### config.mk
export PLATFORM = sky130hd
export DESIGN_NAME = pci_capture_qual
export DESIGN_NICKNAME = d
export VERILOG_FILES = /design/src/rtl/pcq_pkg.sv /design/src/rtl/pcq_sampler.sv /design/src/rtl/pcq_classify.sv /design/src/rtl/pcq_emit.sv /design/src/rtl/pci_capture_qual.sv
export SDC_FILE = /design/constraint.sdc
export NUM_CORES = 1
export LEC_CHECK = 0
export ABC_AREA = 1
export CAP_MARGIN = 25
export CORE_MARGIN = 3
export CORE_UTILIZATION = 30
export CTS_CLUSTER_SIZE = 28
export DETAILED_ROUTE_END_ITERATION = 7
export SLEW_MARGIN = 20
export SYNTH_ARGS = -nofsm -noshare
export SYNTH_HDL_FRONTEND = slang
export SYNTH_SLANG_ARGS = --single-unit
### constraint.sdc
create_clock -name clk -period 3.9 [get_ports clk]
set_input_delay 0.78 -clock clk [delete_from_list [all_inputs] [get_ports clk]]
set_output_delay 0.78 -clock clk [all_outputs]
set_load 0.02 [all_outputs]
### src/rtl/pcq_pkg.sv
package pcq_pkg;

  typedef enum logic [2:0] {
    TAG_IDLE  = 3'd0,
    TAG_ADDR  = 3'd1,
    TAG_DACHI = 3'd2,
    TAG_WAIT  = 3'd3,
    TAG_DATA  = 3'd4,
    TAG_TERM  = 3'd5,
    TAG_RESET = 3'd6
  } pcq_tag_e;

  typedef enum logic [1:0] {
    MODE_BUS   = 2'd0,
    MODE_DUAL  = 2'd1,
    MODE_EVERY = 2'd2,
    MODE_RSVD  = 2'd3
  } pcq_mode_e;

  localparam int CMD_W = 4;
  localparam logic [CMD_W-1:0] CMD_DUAL_ADDR = 4'b1101;

endpackage

### src/rtl/pcq_sampler.sv
// Input register stage plus free-running timestamp.
module pcq_sampler #(
  parameter int AD_W = 32,
  parameter int BE_W = AD_W / 8,
  parameter int TS_W = 32
) (
  input  logic            clk,
  input  logic            rst_n,
  input  logic            bus_rst_n,
  input  logic [AD_W-1:0] ad,
  input  logic [BE_W-1:0] cbe_n,
  input  logic            frame_n,
  input  logic            irdy_n,
  input  logic            trdy_n,
  input  logic            devsel_n,
  input  logic            stop_n,
  output logic [AD_W-1:0] s_ad,
  output logic [BE_W-1:0] s_cbe_n,
  output logic            s_frame_n,
  output logic            s_irdy_n,
  output logic            s_trdy_n,
  output logic            s_devsel_n,
  output logic            s_stop_n,
  output logic            s_rst_n,
  output logic [TS_W-1:0] s_ts
);

  logic [TS_W-1:0] ts_q;

  always_ff @(posedge clk or negedge rst_n) begin
    if (!rst_n) begin
      ts_q       <= '0;
      s_ts       <= '0;
      s_ad       <= '0;
      s_cbe_n    <= '1;
      s_frame_n  <= 1'b1;
      s_irdy_n   <= 1'b1;
      s_trdy_n   <= 1'b1;
      s_devsel_n <= 1'b1;
      s_stop_n   <= 1'b1;
      s_rst_n    <= 1'b1;
    end else begin
      ts_q       <= ts_q + 1'b1;
      s_ts       <= ts_q;
      s_ad       <= ad;
      s_cbe_n    <= cbe_n;
      s_frame_n  <= frame_n;
      s_irdy_n   <= irdy_n;
      s_trdy_n   <= trdy_n;
      s_devsel_n <= devsel_n;
      s_stop_n   <= stop_n;
      s_rst_n    <= bus_rst_n;
    end
  end

endmodule

### src/rtl/pcq_classify.sv
// Phase recognition, tagging and the per-mode store decision.
module pcq_classify
  import pcq_pkg::*;
#(
  parameter int BE_W = 4
) (
  input  logic            clk,
  input  logic            rst_n,
  input  logic [1:0]      mode_req,
  input  logic [BE_W-1:0] s_cbe_n,
  input  logic            s_frame_n,
  input  logic            s_irdy_n,
  input  logic            s_trdy_n,
  input  logic            s_devsel_n,
  input  logic            s_stop_n,
  input  logic            s_rst_n,
  output logic            store,
  output pcq_tag_e        tag,
  output logic [BE_W-1:0] aux
);

  pcq_mode_e        mode_q;
  logic             prev_idle_q;
  logic             last_addr_q;
  logic [CMD_W-1:0] last_cmd_q;

  logic            bus_idle;
  logic            is_addr;
  logic            xfer;
  logic            upper_half;
  logic            in_txn;
  logic [BE_W-1:0] lane_ok;

  assign bus_idle   = s_frame_n & s_irdy_n;
  assign is_addr    = s_rst_n & ~s_frame_n & prev_idle_q;
  assign xfer       = ~s_irdy_n & ~s_trdy_n & ~s_devsel_n;
  assign upper_half = last_addr_q & (last_cmd_q == CMD_DUAL_ADDR);
  assign in_txn     = ~bus_idle | last_addr_q;

  for (genvar i = 0; i < BE_W; i++) begin : g_lane
    assign lane_ok[i] = ~s_cbe_n[i];
  end

  always_ff @(posedge clk or negedge rst_n) begin
    if (!rst_n) begin
      mode_q      <= MODE_BUS;
      prev_idle_q <= 1'b1;
      last_addr_q <= 1'b0;
      last_cmd_q  <= '1;
    end else begin
      prev_idle_q <= bus_idle;
      last_addr_q <= is_addr;
      if (is_addr) last_cmd_q <= s_cbe_n[CMD_W-1:0];
      if (bus_idle) mode_q <= pcq_mode_e'(mode_req);
    end
  end

  always_comb begin
    if (!s_rst_n)        tag = TAG_RESET;
    else if (is_addr)    tag = TAG_ADDR;
    else if (upper_half) tag = TAG_DACHI;
    else if (xfer)       tag = TAG_DATA;
    else if (!s_stop_n && in_txn) tag = TAG_TERM;
    else if (in_txn)     tag = TAG_WAIT;
    else                 tag = TAG_IDLE;
  end

  always_comb begin
    unique case (mode_q)
      MODE_EVERY: store = 1'b1;
      MODE_DUAL:  store = is_addr | xfer | last_addr_q;
      default:    store = is_addr | xfer;
    endcase
  end

  always_comb begin
    unique case (tag)
      TAG_ADDR, TAG_DACHI: aux = s_cbe_n;
      TAG_DATA:            aux = lane_ok;
      default:             aux = '0;
    endcase
  end

endmodule

### src/rtl/pcq_emit.sv
// Output register stage.
module pcq_emit
  import pcq_pkg::*;
#(
  parameter int AD_W = 32,
  parameter int BE_W = AD_W / 8,
  parameter int TS_W = 32
) (
  input  logic            clk,
  input  logic            rst_n,
  input  logic            store,
  input  pcq_tag_e        tag,
  input  logic [BE_W-1:0] aux,
  input  logic [AD_W-1:0] word,
  input  logic [TS_W-1:0] ts,
  output logic            st_valid,
  output logic [AD_W-1:0] st_word,
  output logic [2:0]      st_tag,
  output logic [BE_W-1:0] st_aux,
  output logic [TS_W-1:0] st_time
);

  always_ff @(posedge clk or negedge rst_n) begin
    if (!rst_n) begin
      st_valid <= 1'b0;
      st_word  <= '0;
      st_tag   <= TAG_IDLE;
      st_aux   <= '0;
      st_time  <= '0;
    end else begin
      st_valid <= store;
      st_word  <= word;
      st_tag   <= tag;
      st_aux   <= aux;
      st_time  <= ts;
    end
  end

endmodule

### src/rtl/pci_capture_qual.sv
module pci_capture_qual
  import pcq_pkg::*;
#(
  parameter int AD_W = 32,
  parameter int TS_W = 32
) (
  input  logic                clk,
  input  logic                rst_n,
  input  logic                bus_rst_n,
  input  logic [AD_W-1:0]     ad,
  input  logic [AD_W/8-1:0]   cbe_n,
  input  logic                frame_n,
  input  logic                irdy_n,
  input  logic                trdy_n,
  input  logic                devsel_n,
  input  logic                stop_n,
  input  logic [1:0]          mode_req,
  output logic                st_valid,
  output logic [AD_W-1:0]     st_word,
  output logic [2:0]          st_tag,
  output logic [AD_W/8-1:0]   st_aux,
  output logic [TS_W-1:0]     st_time
);

  localparam int BE_W = AD_W / 8;

  logic [AD_W-1:0] s_ad;
  logic [BE_W-1:0] s_cbe_n;
  logic            s_frame_n, s_irdy_n, s_trdy_n, s_devsel_n, s_stop_n, s_rst_n;
  logic [TS_W-1:0] s_ts;
  logic            store;
  pcq_tag_e        tag;
  logic [BE_W-1:0] aux;

  pcq_sampler #(.AD_W(AD_W), .BE_W(BE_W), .TS_W(TS_W)) u_smp (
    .clk(clk), .rst_n(rst_n), .bus_rst_n(bus_rst_n), .ad(ad), .cbe_n(cbe_n),
    .frame_n(frame_n), .irdy_n(irdy_n), .trdy_n(trdy_n), .devsel_n(devsel_n),
    .stop_n(stop_n), .s_ad(s_ad), .s_cbe_n(s_cbe_n), .s_frame_n(s_frame_n),
    .s_irdy_n(s_irdy_n), .s_trdy_n(s_trdy_n), .s_devsel_n(s_devsel_n),
    .s_stop_n(s_stop_n), .s_rst_n(s_rst_n), .s_ts(s_ts)
  );

  pcq_classify #(.BE_W(BE_W)) u_cls (
    .clk(clk), .rst_n(rst_n), .mode_req(mode_req), .s_cbe_n(s_cbe_n),
    .s_frame_n(s_frame_n), .s_irdy_n(s_irdy_n), .s_trdy_n(s_trdy_n),
    .s_devsel_n(s_devsel_n), .s_stop_n(s_stop_n), .s_rst_n(s_rst_n),
    .store(store), .tag(tag), .aux(aux)
  );

  pcq_emit #(.AD_W(AD_W), .BE_W(BE_W), .TS_W(TS_W)) u_emit (
    .clk(clk), .rst_n(rst_n), .store(store), .tag(tag), .aux(aux),
    .word(s_ad), .ts(s_ts), .st_valid(st_valid), .st_word(st_word),
    .st_tag(st_tag), .st_aux(st_aux), .st_time(st_time)
  );

endmodule

==> results of run 1 <==
==> worst register-to-register path, stage by stage (launching register included) <==
cell      delay [ps]
dfstp_2          530
nand2_1           80
nor2_4           140
clkinv_1         240
nand4_2          230
nor2_2            70
nand2_1           70
nand2_1           60
==> state kept, by name, summed over array words and instances, names as in the netlist, 2 cells and up <==
register          count
u_cls.last_cmd_q      4
u_cls.mode_q          2
u_emit.st_aux         4
u_emit.st_tag         3
u_emit.st_time       32
u_emit.st_word       32
u_smp.s_ad           32
u_smp.s_cbe_n         4
u_smp.s_ts           32
u_smp.ts_q           32
==> cell families after synthesis <==
family	Yosys count
xor gates and xnor gates	29
buffers and inverters	30
and+or+nand+nor	145
AOI/OAI and AO/OA	11
adders and majority gates	3
DFF	186
==> placed cells by master (no fill, tap or decap), types with 2 or more instances in the layout <==
cell / count
clkinv_2: 2
nor3_1: 8
inv_6: 3
nand2_1: 74
clkdlybuf4s50_1: 116
xnor2_1: 8
clkinv_4: 3
clkbuf_8: 2
a21oi_1: 2
nand3_1: 9
nor3_2: 5
nand4_2: 2
ha_1: 3
nor2_4: 2
o21ai_0: 8
dfstp_2: 15
nor2_2: 4
clkbuf_16: 17
nand4_1: 8
nor2_1: 27
dfrtp_1: 171
inv_1: 29
xor2_1: 21
==> power groups by stage <==
stage	Combinational (uW)	Clock, uW	Sequential [uW]
after global placement	202	0	2050
final	201	1630	2020
after global routing	224	1770	2020
after detailed placement	206	0	2050
after floorplan	29.8	0	2080
after CTS	207	1690	2020
==> through the flow <==
stage                     cell area [sq um]  power, uW  std cells
after floorplan                        5830       2110        404
after global routing                   7920       4010        814
after global placement                 7350       2250        783
final                                  7920       3850        814
after CTS                              7920       3910        814
after detailed placement               7350       2260        783
==> metal layers <==
layer	routed length (um)	GRT usage, %	vias to the layer above
li1	-	-	1545
met4	212	4.89	0
met1	4960	14.9	1635
met3	550	3.52	15
met2	5340	17.3	92
met5	0	0	-
==> worst min-delay path by stage <==
| stage | slack, ps | endpoint |
|---|---|---|
| after CTS | 340 | u_emit.st_word[23]$_DFF_PN0_ |
| after detailed placement | 330 | u_emit.st_time[19]$_DFF_PN0_ |
| final | 340 | u_emit.st_word[26]$_DFF_PN0_ |
| after global routing | 350 | u_emit.st_word[16]$_DFF_PN0_ |
| after floorplan | 330 | u_emit.st_time[0]$_DFF_PN0_ |
| after global placement | 330 | u_emit.st_word[13]$_DFF_PN0_ |
==> layout make-up <==
| class | instances | area [sq um] | share of cell area, % |
|---|---|---|---|
| flip-flops and latches | 186 | 4670 | 59.0 |
| clock buffers | 20 | 457 | 5.77 |
| clock inverters | 11 | 111 | 1.41 |
| well taps | 260 | 325 | 4.11 |
| multi-input cells | 188 | 1040 | 13.1 |
| repair buffers | 119 | 1200 | 15.2 |
| inverters | 30 | 113 | 1.42 |
==> run summary, run 1 <==
The number of nets in the layout came out at 591. The beginning of the worst register-to-register path is u_smp.s_rst_n$_DFF_PN1_. The vias per cell is between 4 and 5. On the final layout, the worst clock skew is between 5 and 6 ps.

The synthesized netlist devotes about an eighth of its cell area to simple gates. At the end of the flow the core is filled with cells to between 40% and 50%. In this run the power density over the cells is between 400 and 500 nW/um^2. The worst register-to-register path ends at u_emit.st_aux[3]$_DFF_PN0_.

Setup repair after global routing left no endpoint under its margin. The total number of vias came out at 3,287. The depth of the worst register-to-register path came out at 7. STA classifies the critical path startpoint as a flip-flop. The cell-internal power came out at 3010 uW. The portion of synthesized area spent on multiplexers is 0%. The via count of the first global-routing pass was between 3,000 and 4,000. Summing the areas of all xor and xnor instances in the mapped netlist gives 4.36% of the synthesized area.

The largest total area in the synthesized netlist belongs to dfrtp_1. The summed negative setup slack over all endpoints came out at 0 ps. The post-synthesis cell count came out at 404. The start point of the critical path is u_emit.st_time[30]$_DFF_PN0_.

After synthesis the cells add up to 5830 sq um. The total wirelength of the detailed-routed design came out at 11,100 um. The net count after synthesis is between 400 and 500. The count of hold-fix buffers inserted at cts is 0.

The library cell with the highest instance count after synthesis is dfrtp_1. The first-pass detailed-route iteration total is 4. The required time of the critical path came out at 3120 ps.

The switching power of the nets is around 830 uW. The number of remaining DRC errors came out at 0. The critical path buffer and inverter count is 1. The maximum single-stage delay on the critical path is a little over 600 ps. The number of placed I/O pins came out at 118. The kind of cell with the highest combined delay along the critical path is buffers and inverters.

The synthesis-stage register bit count came out at 186. After legalization and detailed placement, the total HPWL measured 7800 um. The arrival time at the worst endpoint came out at around 1400 ps. For the pin with the worst max-slew slack, the measured transition is 739 ps. The number of distinct library cell variants in the gate-level netlist after synthesis is 25. The die outline area came out at around 21,000 sq um.

After synthesis, the mean cell area works out to ~14 sq um. The H-tree was split into 4 levels. The post-route netlist has 11.7% of its cells at a drive strength greater than 1. The switching fraction of total power came out at a little over a fifth. The critical path is of the flip-flop to primary output type. The portion of total power attributed to the clock network came out at 42.3%. The top achievable clock speed is about 460 MHz. The portion of total power attributed to sequential cells is 52.5%. The leakage power summed over all cells came out at 0.00361 uW. STA classifies the critical path endpoint as a primary output.

The combinational cell fraction of total power is under 10%. The number of buffers created by CTS came out at 17. At the later pin of the worst-skew pair, clock insertion delay measures 420 ps. The routed wire length per instance is 13.6 um. In this run the register-to-register setup slack is 2360 ps. The portion of the post-synthesis area used by sequential elements came out at about 80%.

For this design, the slowest cell found on the critical path is clkdlybuf4s50_1. The port buffer count is 117. The count of nets left with antenna violations once routing finished came out at 0. The kind of path behind the tightest hold check is flip-flop to flip-flop. The number of setup buffers added after CTS came out at 0.

The startpoint of the most critical hold path is u_smp.s_ad[26]$_DFF_PN0_. The row count is 50. In the synthesized netlist, the cells that appear most often are dfrtp_1, nand2_1, inv_1. At the placement stage, the worst setup path has a slack of between 2000 and 2500 ps. The number of resized instances in the post-cts repair step is 0. The initial antenna violation count was 0. The number of filler cells placed in the layout came out at 1,726.

The cell depth of the worst hold path is 0. The cell count along the critical path is 1. The highest fanout seen on the critical path came out at 1.

After synthesis, the cell types taking the most area are dfrtp_1, dfstp_2, nand2_1. The final global-route overflow total came out at 0. The proportion of netlist area held by the largest area contributor came out at 73.4%. The maximum number of pins on one net before global-route repair is 86.

The number of enable-type register cells in the synthesized netlist came out at 0. The critical path capture point is st_time[30]. Walking the worst path, the cells encountered are clkdlybuf4s50_1. The clock tree from TritonCTS is built. The initial standard-cell utilization of the core is 30.8%. Of all flip-flops after synthesis, the portion carrying an async set or reset was 100%. For this run, the number of Yosys warnings is 0. The shortest clock period the worst path allows after layout came out at 2170 ps. Global routing consumed, over all layers together, 11.3% of the routing resources. The number of endpoints with negative hold slack in the final report is 0. The final clock period utilization by the worst path came out at 55.7%. The clock tree root driver cell is clkbuf_16.

Summing the areas of all fa, ha and maj instances in the mapped netlist gives 0.644% of the synthesized area. Measured against its own limit, the worst slew margin works out to 50.7%. The most used flip-flop cell after synthesis is dfrtp_1. Setup violations remaining at the end of the flow were counted as 0. The minimum setup slack in the final design is between 1500 and 2000 ps. Summing the areas of all compound-gate instances in the mapped netlist gives 1.01% of the synthesized area. Clock-pin slew was measured on the worst setup and hold paths at about 70 ps. After synthesis, the largest family of logic cells by area is simple AND/OR/NAND/NOR gates.

The die outline height is between 100 and 150 um. Max-cap violations in this run came to 0. The number of max-slew violations in the final report was 0. The flow ran to the end, and the final reports show no timing, DRC or antenna violations.

The global placer's final weighted congestion is 0.857. The largest voltage drop on the vdd net came out at 0.266 mV. The number of diodes added for antenna fixing came out at 0. The placeable core area came out at 18,900 sq um. The floorplan die width came out at 145 um.

The buffer depth of the longest clock path is 2. The worst hold margin is 345 ps. The layout-stage area growth over the synthesis result is 35.9%. The number of DRC markers in iteration 0 came out at roughly 180. The number of clock sinks is approximately 190. The first global-routing pass estimated 18,700 um of wire.
Note: power is estimated with default switching activity, not from simulation.
==> inputs of run 2 (changes only) <==
==> constraint.sdc (replaced) <==
create_clock -name clk -period 2.05 [get_ports clk]
set_input_delay 0.41 -clock clk [delete_from_list [all_inputs] [get_ports clk]]
set_output_delay 0.41 -clock clk [all_outputs]
set_load 0.02 [all_outputs]
==> run 2 against run 1 <==
  * Final cell count is 0.49% higher
  * Count of clock-buffer cells in the layout increased by 2
  * Via count increased by 1.4%
  * Global-route usage up 0.12 points
  * Core utilization rose by 0.21 points
  * Critical endpoint is now st_word[0]
==> run summary, run 2 (synthesis results as in run 1) <==
The post-route core utilization was 42.1% (+0.21 points). The global placer's final weighted congestion came out at 0.880 (+2.7%). The critical path buffer and inverter count came out at 1 (unchanged). The initial standard-cell utilization of the core came out at 30.8% (unchanged). In this run the worst setup path begins at u_emit.st_word[0]$_DFF_PN0_. The number of routed nets with antenna violations came out at 0 (unchanged). The total number of vias is 3,333 (+1.4%). The first-pass detailed-route iteration total came to 4 (unchanged).

The flow ran to the end, and the final reports show no timing, DRC or antenna violations. The floorplan die width is 145 um (unchanged). The clock tree root driver cell is clkbuf_16.

The clock transition at the registers of the reported paths came to 70 ps (about the same). The total wirelength of the detailed-routed design is 11,100 um (+0.73%). The number of endpoints with negative hold slack in the final report came to 0 (unchanged).

Setup repair after global routing left no endpoint under its margin. The worst hold margin is 342 ps (-3.06 ps). The required time of the critical path came out at 1640 ps (-1480 ps).

The signal on the critical path passes through clkdlybuf4s50_1. The number of buffers created by CTS was 17 (unchanged). The first-pass GRT wire length was 18,900 um (+1.4%). Timing would allow up to approximately 560 MHz.

The depth of the worst register-to-register path is 8 (+1). The die outline height came out at 145 um (unchanged). The shortest clock period the worst path allows after layout is ~1800 ps.

The number of diodes added for antenna fixing is 0 (unchanged). The routed wire length per instance came out at 13.6 um (+0.24%). The count of endpoints failing setup in the final report came out at 0 (unchanged). The transition time at the pin with the least slew margin is 508 ps (-231 ps). The port buffer count is 117 (unchanged). The number of nets in the layout was 594 (+0.51%). The placeable core area is 18,900 sq um (unchanged). The number of max-slew violations in the final report is 0 (unchanged).

Among all stages on the critical path, the largest delay is contributed by clkdlybuf4s50_1. The highest fanout seen on the critical path is 1 (unchanged). The number of setup buffers added after CTS is 0 (unchanged).

The start-to-end type of the worst setup path is flip-flop to primary output. Leaving out fill and tap cells, the most frequent cell in the layout is dfrtp_1. The worst setup path is launched from a flip-flop. The largest voltage drop on the vdd net came out at 0.504 mV (+90%). The summed negative setup slack over all endpoints is 0 ps (unchanged).

The final global-route overflow total is 0 (unchanged). In this run the worst hold path is classified as flip-flop to flip-flop. The number of DRC markers in iteration 0 came out at 168 (-4.0%).

The total power came out at 7270 uW (+89%). The count of hold-fix buffers inserted at cts is 1 (+1). The maximum single-stage delay on the critical path is 610 ps (about the same).

The cell area after layout was 7960 sq um (+0.49%). The die outline area came to 21,100 sq um (unchanged). The area after detailed placement is 7390 sq um (+0.54%). The setup slack of the most critical reg-to-reg path came out at 490 ps (-1870 ps). The leakage power summed over all cells came to 0.00362 uW (+0.13%).

The layout-stage area growth over the synthesis result is 36.6%. The H-tree depth was 4 (unchanged). The number of remaining DRC errors is 0 (unchanged). The final clock period utilization by the worst path is 87.5%.

The library cells used most frequently in the layout, excluding fill and tap cells, are dfrtp_1, clkdlybuf4s50_1, nand2_1, inv_1, nor2_1. The number of resized instances in the post-cts repair step came out at 0 (unchanged). The initial antenna violation count was 0 (unchanged). The clock tree from TritonCTS is built. The buffer depth of the longest clock path came out at 2 (unchanged). The endpoint type of the worst setup path is a primary output.

The detailed placer's ending HPWL came out at 7970 um (+2.1%). The power density relative to cell area came out at 913 nW/um^2 (+88%). The all-layer global routing usage is 11.4% (+0.12 points). The via count of the first global-routing pass is 3,662 (+4.5%). The maximum number of pins on one net before global-route repair was 55 (-36%). The worst register-to-register path ends at u_emit.st_aux[1]$_DFF_PN0_. The number of clock sinks is 186 (unchanged).

In this run the worst setup path terminates at st_word[0]. The cell count along the critical path came out at 1 (unchanged). The row count came out at 50 (unchanged).

The worst max-slew margin expressed relative to the limit is 66.1% (+15 points). The clock latency reported for the late side of the worst-skew pair came out at 420 ps (about the same). The beginning of the worst register-to-register path is u_cls.last_cmd_q[1]$_DFFE_PN1N_. The number of placed I/O pins is 118 (unchanged).

The vias per cell came out at 4.07 (+0.90%). The arrival time at the worst endpoint came to 1380 ps (about the same). Grouping stages by cell kind, the critical path spends the most delay in buffers and inverters. The share of layout cells above drive strength 1 came out at 12.0% (+0.27 points). The number of maximum-capacitance constraint violations came out at 0 (unchanged).

The clock tree skew after final layout came out at 10.1 ps (+4.37 ps).
-- run 2: cell types whose count changed in the layout (fill, tap and decap cells not counted), sizes merged --
cell,delta
clkbuf,+2
buf,+2
bufinv,-1
dlygate4sd3,+1
clkinvlp,+3
clkinv,-4
inv,+1
-- run 2: final cells by class --
class                   instances  area (sq um)
repair buffers                122          1250
clock buffers                  22           474
flip-flops and latches        186          4670
clock inverters                10          82.6
well taps                     260           325
inverters                      30           113
fillers                      1746         10900
multi-input cells             188          1040
-- run 2: worst min path at each step --
stage                     slack, ps                            to                      from  cells past startpoint
final                           340  u_emit.st_time[23]$_DFF_PN0_  u_smp.s_ts[23]$_DFF_PN0_                      0
after floorplan                 110   u_cls.last_addr_q$_DFF_PN0_                     rst_n                      0
after CTS                       340  u_emit.st_time[23]$_DFF_PN0_  u_smp.s_ts[23]$_DFF_PN0_                      0
after detailed placement        330  u_emit.st_time[20]$_DFF_PN0_  u_smp.s_ts[20]$_DFF_PN0_                      0
after global placement          330   u_emit.st_word[3]$_DFF_PN0_   u_smp.s_ad[3]$_DFF_PN0_                      0
after global routing            350  u_emit.st_time[23]$_DFF_PN0_  u_smp.s_ts[23]$_DFF_PN0_                      0
-- run 2: where the power goes --
part	internal, uW	switching, uW	leakage [uW]
Combinational	191	206	0.00102
Clock	1670	1360	0.000261
Sequential	3800	37.3	0.00234
Total	5660	1610	0.00362
-- run 2: per-stage QoR --
step	std cells	setup slack (ps)
3_3_place_gp	785	591
6_report	818	256
4_1_cts	818	209
2_1_floorplan	404	691
3_5_place_dp	785	527
5_1_grt	818	199
-- run 2: per-layer routing --
layer  vias up  GRT usage [%]  wire length (um)
met5         -              0                 0
met4         0           5.08               249
met3        22           4.70               619
met2       113           17.4              5380
met1      1649           14.4              4900
li1       1549              -                 -
